$ cat config.mk
export PLATFORM = sky130hd
export DESIGN_NAME = cell_dot_serializer
export DESIGN_NICKNAME = d
export VERILOG_FILES = /design/src/rtl/cell_dot_pkg.sv /design/src/rtl/cell_dot_ctrl.sv /design/src/rtl/cell_dot_path.sv /design/src/rtl/cell_dot_serializer.sv
export SDC_FILE = /design/constraint.sdc
export NUM_CORES = 1
export LEC_CHECK = 0
export BUFFER_PORTS_ARGS = -buffer_cell sky130_fd_sc_hd__buf_4
export CAP_MARGIN = 5
export CORE_UTILIZATION = 38
export DETAILED_ROUTE_END_ITERATION = 8
export PLACE_DENSITY = 0.73
export SYNTH_ARGS = -nofsm -noshare
export SYNTH_HDL_FRONTEND = slang
export SYNTH_SLANG_ARGS = --single-unit
$ cat constraint.sdc
create_clock -name clk -period 1.4 [get_ports clk]
set_clock_uncertainty 0.2 [all_clocks]
set_input_delay 0.28 -clock clk [delete_from_list [all_inputs] [get_ports clk]]
set_output_delay 0.28 -clock clk [all_outputs]
set_load 0.01 [all_outputs]
$ cat src/rtl/cell_dot_pkg.sv
`timescale 1ns/100ps
package cell_dot_pkg;
  localparam int CODE_W   = 8;
  localparam int MODE_BIT = 7;
  localparam int CASE_BIT = 6;

  typedef struct packed {
    logic load;
    logic shift;
  } dotCtl_t;
endpackage

$ cat src/rtl/cell_dot_ctrl.sv
`timescale 1ns/100ps
module cell_dot_ctrl
  import cell_dot_pkg::*;
#(
  parameter int DOTS = 6
) (
  input  logic    clk,
  input  logic    rstN,
  output dotCtl_t ctl
);
  localparam int CNT_W = $clog2(DOTS);
  localparam logic [CNT_W-1:0] LAST = CNT_W'(DOTS - 1);

  logic [CNT_W-1:0] dotCnt;

  always_ff @(posedge clk) begin
    if (!rstN) begin
      dotCnt <= '0;
    end else if (dotCnt == LAST) begin
      dotCnt <= '0;
    end else begin
      dotCnt <= dotCnt + 1'b1;
    end
  end

  always_comb begin
    ctl.load  = (dotCnt == '0);
    ctl.shift = (dotCnt != '0);
  end
endmodule

$ cat src/rtl/cell_dot_path.sv
`timescale 1ns/100ps
module cell_dot_path
  import cell_dot_pkg::*;
#(
  parameter int DOTS       = 6,
  parameter int GLYPH_W    = 5,
  parameter int ROW_W      = 4,
  parameter int GLYPH_ROWS = 7,
  parameter int TEXT_ROWS  = 8,
  parameter int BAND_ROWS  = 4,
  parameter int BANDS      = 3
) (
  input  logic                clk,
  input  logic                rstN,
  input  dotCtl_t             ctl,
  input  logic [CODE_W-1:0]   charByte,
  input  logic [ROW_W-1:0]    scanRow,
  input  logic [GLYPH_W-1:0]  glyphRow,
  input  logic                capsLock,
  input  logic                inDisplay,
  input  logic                cpuSlot,
  input  logic                inverse,
  output logic [CODE_W-2:0]   glyphCode,
  output logic                video
);
  localparam int HALF = DOTS / 2;
  localparam int PAD  = DOTS - GLYPH_W;

  logic            isGfx;
  logic            isLower;
  logic            visible;
  logic            textLive;
  logic [DOTS-1:0] textPat;
  logic [DOTS-1:0] gfxPat;
  logic [DOTS-1:0] cellPat;
  logic [DOTS-1:0] shiftReg;

  assign isGfx   = charByte[MODE_BIT];
  assign isLower = !isGfx && (charByte[CASE_BIT:CASE_BIT-1] == 2'b11);
  assign visible = inDisplay && !cpuSlot;

  always_comb begin
    glyphCode = charByte[CODE_W-2:0];
    if (capsLock && isLower) glyphCode[CASE_BIT] = 1'b0;
  end

  always_comb begin
    textLive = (int'(scanRow) < GLYPH_ROWS) && (int'(scanRow) < TEXT_ROWS);
    textPat  = textLive ? {glyphRow, {PAD{1'b0}}} : '0;
  end

  always_comb begin
    gfxPat = '0;
    for (int b = 0; b < BANDS; b++) begin
      if (int'(scanRow) / BAND_ROWS == b) begin
        gfxPat = {{HALF{charByte[2*b]}}, {(DOTS-HALF){charByte[2*b+1]}}};
      end
    end
  end

  always_comb begin
    if (!visible)   cellPat = '0;
    else if (isGfx) cellPat = gfxPat;
    else            cellPat = textPat;
  end

  always_ff @(posedge clk) begin
    if (!rstN) begin
      shiftReg <= '0;
    end else if (ctl.load) begin
      shiftReg <= cellPat;
    end else if (ctl.shift) begin
      shiftReg <= {shiftReg[DOTS-2:0], 1'b0};
    end
  end

  assign video = shiftReg[DOTS-1] ^ inverse;
endmodule

$ cat src/rtl/cell_dot_serializer.sv
`timescale 1ns/100ps
module cell_dot_serializer
  import cell_dot_pkg::*;
#(
  parameter int DOTS    = 6,
  parameter int GLYPH_W = 5,
  parameter int ROW_W   = 4
) (
  input  logic               clk,
  input  logic               rstN,
  input  logic [7:0]         charByte,
  input  logic [ROW_W-1:0]   scanRow,
  input  logic [GLYPH_W-1:0] glyphRow,
  input  logic               capsLock,
  input  logic               inDisplay,
  input  logic               cpuSlot,
  input  logic               inverse,
  output logic [6:0]         glyphCode,
  output logic               video,
  output logic               loadStrobe
);
  dotCtl_t ctl;

  cell_dot_ctrl #(.DOTS(DOTS)) u_ctrl (
    .clk  (clk),
    .rstN (rstN),
    .ctl  (ctl)
  );

  cell_dot_path #(.DOTS(DOTS), .GLYPH_W(GLYPH_W), .ROW_W(ROW_W)) u_path (
    .clk       (clk),
    .rstN      (rstN),
    .ctl       (ctl),
    .charByte  (charByte),
    .scanRow   (scanRow),
    .glyphRow  (glyphRow),
    .capsLock  (capsLock),
    .inDisplay (inDisplay),
    .cpuSlot   (cpuSlot),
    .inverse   (inverse),
    .glyphCode (glyphCode),
    .video     (video)
  );

  assign loadStrobe = ctl.load;
endmodule

==> impl_metrics.env, run 1 <==
export IMPL_status="finished with violations"
export IMPL_violations="setup timing"
export IMPL_fin_nets=123
export IMPL_first_global_vias=498
export IMPL_grt_use_total_pct=17.9
export IMPL_htree_levels=1
export IMPL_via_per_inst=5.05
export IMPL_seqPwrFrac_pct=38.8
export IMPL_start_util_pct=42.2
export IMPL_clk_pin_slew_ns=0.06
export IMPL_max_slew_margin_pct=79.7
export IMPL_cap_violations=0
export IMPL_core_area_mm2=0.00135
export IMPL_cts_tree="yes"
export IMPL_slew_viol_final=0
export IMPL_dieArea_mm2=0.00166
export IMPL_combinationalPowerShare_pct=33.2
export IMPL_hold_violations=0
export IMPL_synth_warnings=0
export IMPL_hp_class="in -> reg"
export IMPL_gr_usage_met1_pct=19.3
export IMPL_drc_errors=0
export IMPL_required_ns=0.92
export IMPL_r2r_slack_ns=-0.06
export IMPL_r2r_cells=7
export IMPL_p_leak_uw=0.000400
export IMPL_synth_avg_cell_area_um2=8.76
export IMPL_cp_startpoint="u_ctrl.dotCnt[0]$_SDFF_PP0_"
export IMPL_routedWlPerCell_um=11.4
export IMPL_cts_max_path_buffers=2
export IMPL_worst_pin_slew_ns=0.303
export IMPL_crit_path_end_kind="output port"
export IMPL_num_rows=13
export IMPL_setup_viol=6
export IMPL_crit_type="reg -> out"
export IMPL_switching_share_pct=27.9
export IMPL_ys_seq_area_share_pct=31.6
export IMPL_crit_reg2reg_launch="u_ctrl.dotCnt[1]$_SDFF_PP0_"
export IMPL_start_kind="flop"
export IMPL_grt_max_degree=11
export IMPL_wirelength_um=1270
export IMPL_r2r_end="u_path.shiftReg[5]$_SDFF_PN0_"
export IMPL_antenna_found_initial=0
export IMPL_clkPwrFrac_pct=28.0
export IMPL_cts_hold_buf=0
export IMPL_gp_congestion=0.718
export IMPL_hold_ws_ns=0.100
export IMPL_cts_root_buffer="clkbuf_4"
export IMPL_fmax_mhz=668
export IMPL_p_per_area_mw_per_mm2=836
export IMPL_synth_area_um2=569
export IMPL_cts_buffers=3
export IMPL_areaGrowthSynthToFinish_pct=49.7
export IMPL_tns_ns=-0.362
export IMPL_busiest_layer="met2"
export IMPL_post_route_min_period_ns=1.50
export IMPL_switching_power_uw=199
export IMPL_fin_crit_sh_pct=107
export IMPL_dp_hpwl_um=988
export IMPL_grt_setup_unrepaired="true"
export IMPL_ant_nets=0
export IMPL_vias=561
export IMPL_die_height_um=40.7
export IMPL_setup_ws_ns=-0.0971
export IMPL_synthDistinctLibCells=22
export IMPL_first_iter_violations=4
export IMPL_cp_endpoint="loadStrobe"
export IMPL_io_pin_count=32
export IMPL_diodes=0
export IMPL_crit_arrival_ns=1.02
export IMPL_dr_pass1_iters=3
export IMPL_chipWidth_um=40.7
export IMPL_drive_gt1_share_pct=52.1
export IMPL_overflow=0
export IMPL_grt_pass1_wl_um=1870
export IMPL_internal_power_uw=514
export IMPL_layout_commonest_cell="buf_4"
export IMPL_final_cell_mix="buf_4, nand2_1, dfxtp_1, a221o_1, a21oi_1"
export IMPL_synth_seq_cells=9
export IMPL_fill_cells=120
export IMPL_grt_use_met3_pct=3.26
export IMPL_grt_use_met2_pct=31.3
export IMPL_ir_drop_mv=0.464
export IMPL_path_max_fanout=3
export IMPL_cts_sinks=9
export IMPL_power_uw=712
export IMPL_insertion_delay_ns=0.26
export IMPL_syn_inst=65
export IMPL_syn_nets=91
export IMPL_port_buffers=31
[worst max-delay path, cell delays in order (launching register included)]
cell      delay, ns
dfxtp_2        0.33
inv_2          0.05
ha_4           0.15
nand2b_4       0.08
inv_2          0.04
buf_6          0.11
[worst min-delay path by stage]
stage | start | end | depth (start not counted)
final | rstN | u_path.shiftReg[4]$_SDFF_PN0_ | 3
after global routing | rstN | u_path.shiftReg[5]$_SDFF_PN0_ | 3
after CTS | rstN | u_path.shiftReg[2]$_SDFF_PN0_ | 3
after detailed placement | u_path.shiftReg[3]$_SDFF_PN0_ | u_path.shiftReg[4]$_SDFF_PN0_ | 2
after global placement | u_path.shiftReg[0]$_SDFF_PN0_ | u_path.shiftReg[1]$_SDFF_PN0_ | 2
after floorplan | u_path.shiftReg[1]$_SDFF_PN0_ | u_path.shiftReg[2]$_SDFF_PN0_ | 2
[cell usage after synthesis (all sizes together)]
cell | n | share of area, %
mux2i | 3 | 5.3
o21ai | 4 | 3.5
a221o | 5 | 8.8
buf | 7 | 9.9
clkbuf | 1 | 0.66
xor2 | 1 | 1.5
a21oi | 5 | 4.4
nor2 | 1 | 0.66
a31oi | 2 | 3.3
nand3b | 2 | 2.6
and3 | 2 | 2.2
nor2b | 1 | 1.1
nand2b | 1 | 2.4
ha | 3 | 6.6
nand2 | 11 | 7.3
and4 | 1 | 1.5
dfxtp | 9 | 32
inv | 5 | 3.3
nor3b | 1 | 3.3
[through the flow]
step	cells	setup slack [ns]	instance area, um^2	utilization, %
final	111	-0.0971	852	63.1
after floorplan	65	-0.00276	584	-
after detailed placement	104	-0.0273	783	58.0
after CTS	111	-0.0981	843	62.5
after global routing	111	-0.147	852	63.1
after global placement	104	0.00921	783	58.0
[final cells by class]
| class | count | area, um^2 | share of cell area (%) |
|---|---|---|---|
| tap | 15 | 18.8 | 2.20 |
| clock buffer | 4 | 26.3 | 3.08 |
| sequential | 9 | 184 | 21.6 |
| multi-input combinational | 43 | 330 | 38.8 |
| inverter | 5 | 18.8 | 2.20 |
| timing repair buffer | 35 | 274 | 32.2 |
[layer usage]
layer / vias to the layer above / wire length, um
met2: 32 / 590
met3: 2 / 109
li1: 284 / -
met1: 243 / 556
met5: - / 0
met4: 0 / 12
[power by group through the flow]
stage               Combinational [uW]  Sequential [uW]  Clock [uW]
floorplan                          121              282           0
global placement                   196              282           0
detailed placement                 202              283           0
CTS                                231              277         207
global route                       258              278         218
finish                             236              277         200
[cells by family after synthesis]
group | Yosys count | synth area share, %
AND/OR/NAND/NOR | 20 | 21.1
buffers and inverters | 13 | 13.8
adder cells (fa/ha/maj) | 3 | 6.59
multiplexers | 3 | 5.27
AO/OA/AOI/OAI | 16 | 20.0
XOR/XNOR | 1 | 1.54
flip-flops | 9 | 31.6
[registers in the layout (all words and copies together) (netlist names)]
signal	count
u_path.shiftReg	6
u_ctrl.dotCnt	3
[what timing repair did]
action,CTS,global route
cloned,0,0
resized for setup,4,3
pin swaps,1,9
hold endpoints to repair,0,0
setup buffers,3,0
endpoints found under the setup margin,5,8
(Power assumes the default switching activity.)
==> inputs of run 2 (changes only) <==
CORE_AREA = 2 2 39 41   (was default)
CORE_UTILIZATION = default   (was 38)
DIE_AREA = 0 0 41 43   (was default)
PLACE_DENSITY = 0.78   (was 0.73)
TNS_END_PERCENT = 50   (was default)
clock period = 1.73 ns   (was 1.4 ns; I/O delays follow)
==> impl_metrics.env, run 2 (same netlist as run 1, synthesis figures left out) <==
export IMPL_cts_buffers=3
export IMPL_final_cell_mix="buf_4, nand2_1, dfxtp_1"
export IMPL_r2r_end="u_path.shiftReg[3]$_SDFF_PN0_"
export IMPL_insertion_delay_ns=0.25
export IMPL_stdcell_area_um2=801
export IMPL_grt_setup_unrepaired="false"
export IMPL_top_register="u_path.shiftReg"
export IMPL_die_height_um=43
export IMPL_gp_congestion=0.757
export IMPL_first_global_vias=515
export IMPL_crit_arrival_ns=1.12
export IMPL_status="complete, no violations"
export IMPL_r2r_slack_ns=0.12
export IMPL_cp_endpoint="loadStrobe"
export IMPL_fmax_mhz=599
export IMPL_crit_path_end_kind="output port"
export IMPL_post_route_min_period_ns=1.67
export IMPL_cts_root_buffer="clkbuf_4"
export IMPL_dpl_instance_area_um2=762
export IMPL_wirelength_um=1150
export IMPL_core_area_mm2=0.00138
export IMPL_slew_viol_final=0
export IMPL_cap_violations=0
export IMPL_cts_tree="yes"
export IMPL_cp_startpoint="u_ctrl.dotCnt[0]$_SDFF_PP0_"
export IMPL_p_per_area_mw_per_mm2=674
export IMPL_start_kind="flop"
export IMPL_vias=552
export IMPL_cts_sinks=9
export IMPL_cts_hold_buf=0
export IMPL_cts_max_path_buffers=2
export IMPL_dp_hpwl_um=927
export IMPL_grt_pass1_wl_um=1900
export IMPL_required_ns=1.18
export IMPL_drive_gt1_share_pct=43.0
export IMPL_crit_type="reg -> out"
export IMPL_antenna_found_initial=0
export IMPL_largest_reg_flops=6
export IMPL_port_buffers=31
export IMPL_layout_cells_non_filler=109
export IMPL_dr_pass1_iters=3
export IMPL_dieArea_mm2=0.00176
export IMPL_largest_registers="u_path.shiftReg: 6 flops, u_ctrl.dotCnt: 3 flops"
export IMPL_first_iter_violations=8
export IMPL_p_leak_uw=0.000380
export IMPL_htree_levels=1
export IMPL_hp_class="in -> reg"
export IMPL_max_slew_margin_pct=79.1
export IMPL_path_max_fanout=3
export IMPL_fin_nets=120
export IMPL_setup_viol=0
export IMPL_chipWidth_um=41
export IMPL_tns_ns=0
export IMPL_ant_nets=0
export IMPL_drc_errors=0
export IMPL_grt_use_total_pct=15.3
export IMPL_numPlacedInstances=104
export IMPL_fin_crit_sh_pct=96.5
export IMPL_diodes=0
export IMPL_crit_reg2reg_launch="u_ctrl.dotCnt[0]$_SDFF_PP0_"
export IMPL_routedWlPerCell_um=10.6
export IMPL_num_rows=14
export IMPL_io_pin_count=32
export IMPL_r2r_cells=7
export IMPL_hold_violations=0
export IMPL_fill_cells=134
export IMPL_via_per_inst=5.06
export IMPL_clk_pin_slew_ns=0.06
export IMPL_layout_commonest_cell="buf_4"
export IMPL_areaGrowthSynthToFinish_pct=40.7
export IMPL_overflow=0
export IMPL_grt_max_degree=12
export IMPL_worst_pin_slew_ns=0.312
export IMPL_ir_drop_mv=0.265
export IMPL_start_util_pct=41.1
[run 2: cell count changes in the layout (fill, tap and decap cells not counted), sizes merged]
cell  change
buf       -3
[run 2: area by class of cell]
class	count	area (um^2)	area share, %
inverter	5	18.8	2.34
sequential	9	181	22.7
timing repair buffer	32	240	30.0
clock buffer	4	26.3	3.28
tap	16	20.0	2.50
multi-input combinational	43	314	39.2
[run 2: through the flow]
| step | hold slack, ns | total power (uW) | util (%) | worst slack (ns) |
|---|---|---|---|---|
| after floorplan | 0.228 | 319 | - | 0.246 |
| after global placement | 0.236 | 376 | 55.1 | 0.241 |
| after detailed placement | 0.248 | 380 | 55.1 | 0.194 |
| after CTS | 0.155 | 546 | 57.5 | 0.00722 |
| after global routing | 0.164 | 575 | 57.9 | 0.0137 |
| final | 0.164 | 540 | 57.9 | 0.0597 |
[run 2: power breakdown]
part / internal, uW / switching, uW / total [uW]
clock network: 88.5 / 67.6 / 156
registers: 217 / 6.07 / 224
logic: 87.5 / 72.6 / 160
total: 393 / 146 / 540
[run 2: what timing repair did]
item,CTS,global route
setup endpoints to repair,1,3
gates cloned,0,0
resized for setup,0,2
hold endpoints to repair,0,0
setup buffers,1,0
pin swaps,0,0
[run 2: per-layer routing]
metal / wire length (um) / track usage, %
met1: 465 / 18.9
met2: 566 / 24.7
met3: 103 / 1.57
met4: 19 / 8.00
met5: 0 / 0
[run 2: how the worst min path moves through the flow]
stage / from / endpoint / cells after the start
final: rstN / u_path.shiftReg[5]$_SDFF_PN0_ / 3
after global placement: u_path.shiftReg[3]$_SDFF_PN0_ / u_path.shiftReg[4]$_SDFF_PN0_ / 2
after global routing: rstN / u_path.shiftReg[4]$_SDFF_PN0_ / 3
after detailed placement: u_path.shiftReg[4]$_SDFF_PN0_ / u_path.shiftReg[5]$_SDFF_PN0_ / 2
after floorplan: u_path.shiftReg[1]$_SDFF_PN0_ / u_path.shiftReg[2]$_SDFF_PN0_ / 2
after CTS: rstN / u_path.shiftReg[5]$_SDFF_PN0_ / 3
[run 2: worst max-delay path, stage by stage (launching register included)]
cell,delay (ns)
dfxtp_2,0.34
inv_1,0.06
ha_1,0.23
nand2b_4,0.08
inv_1,0.04
buf_4,0.13
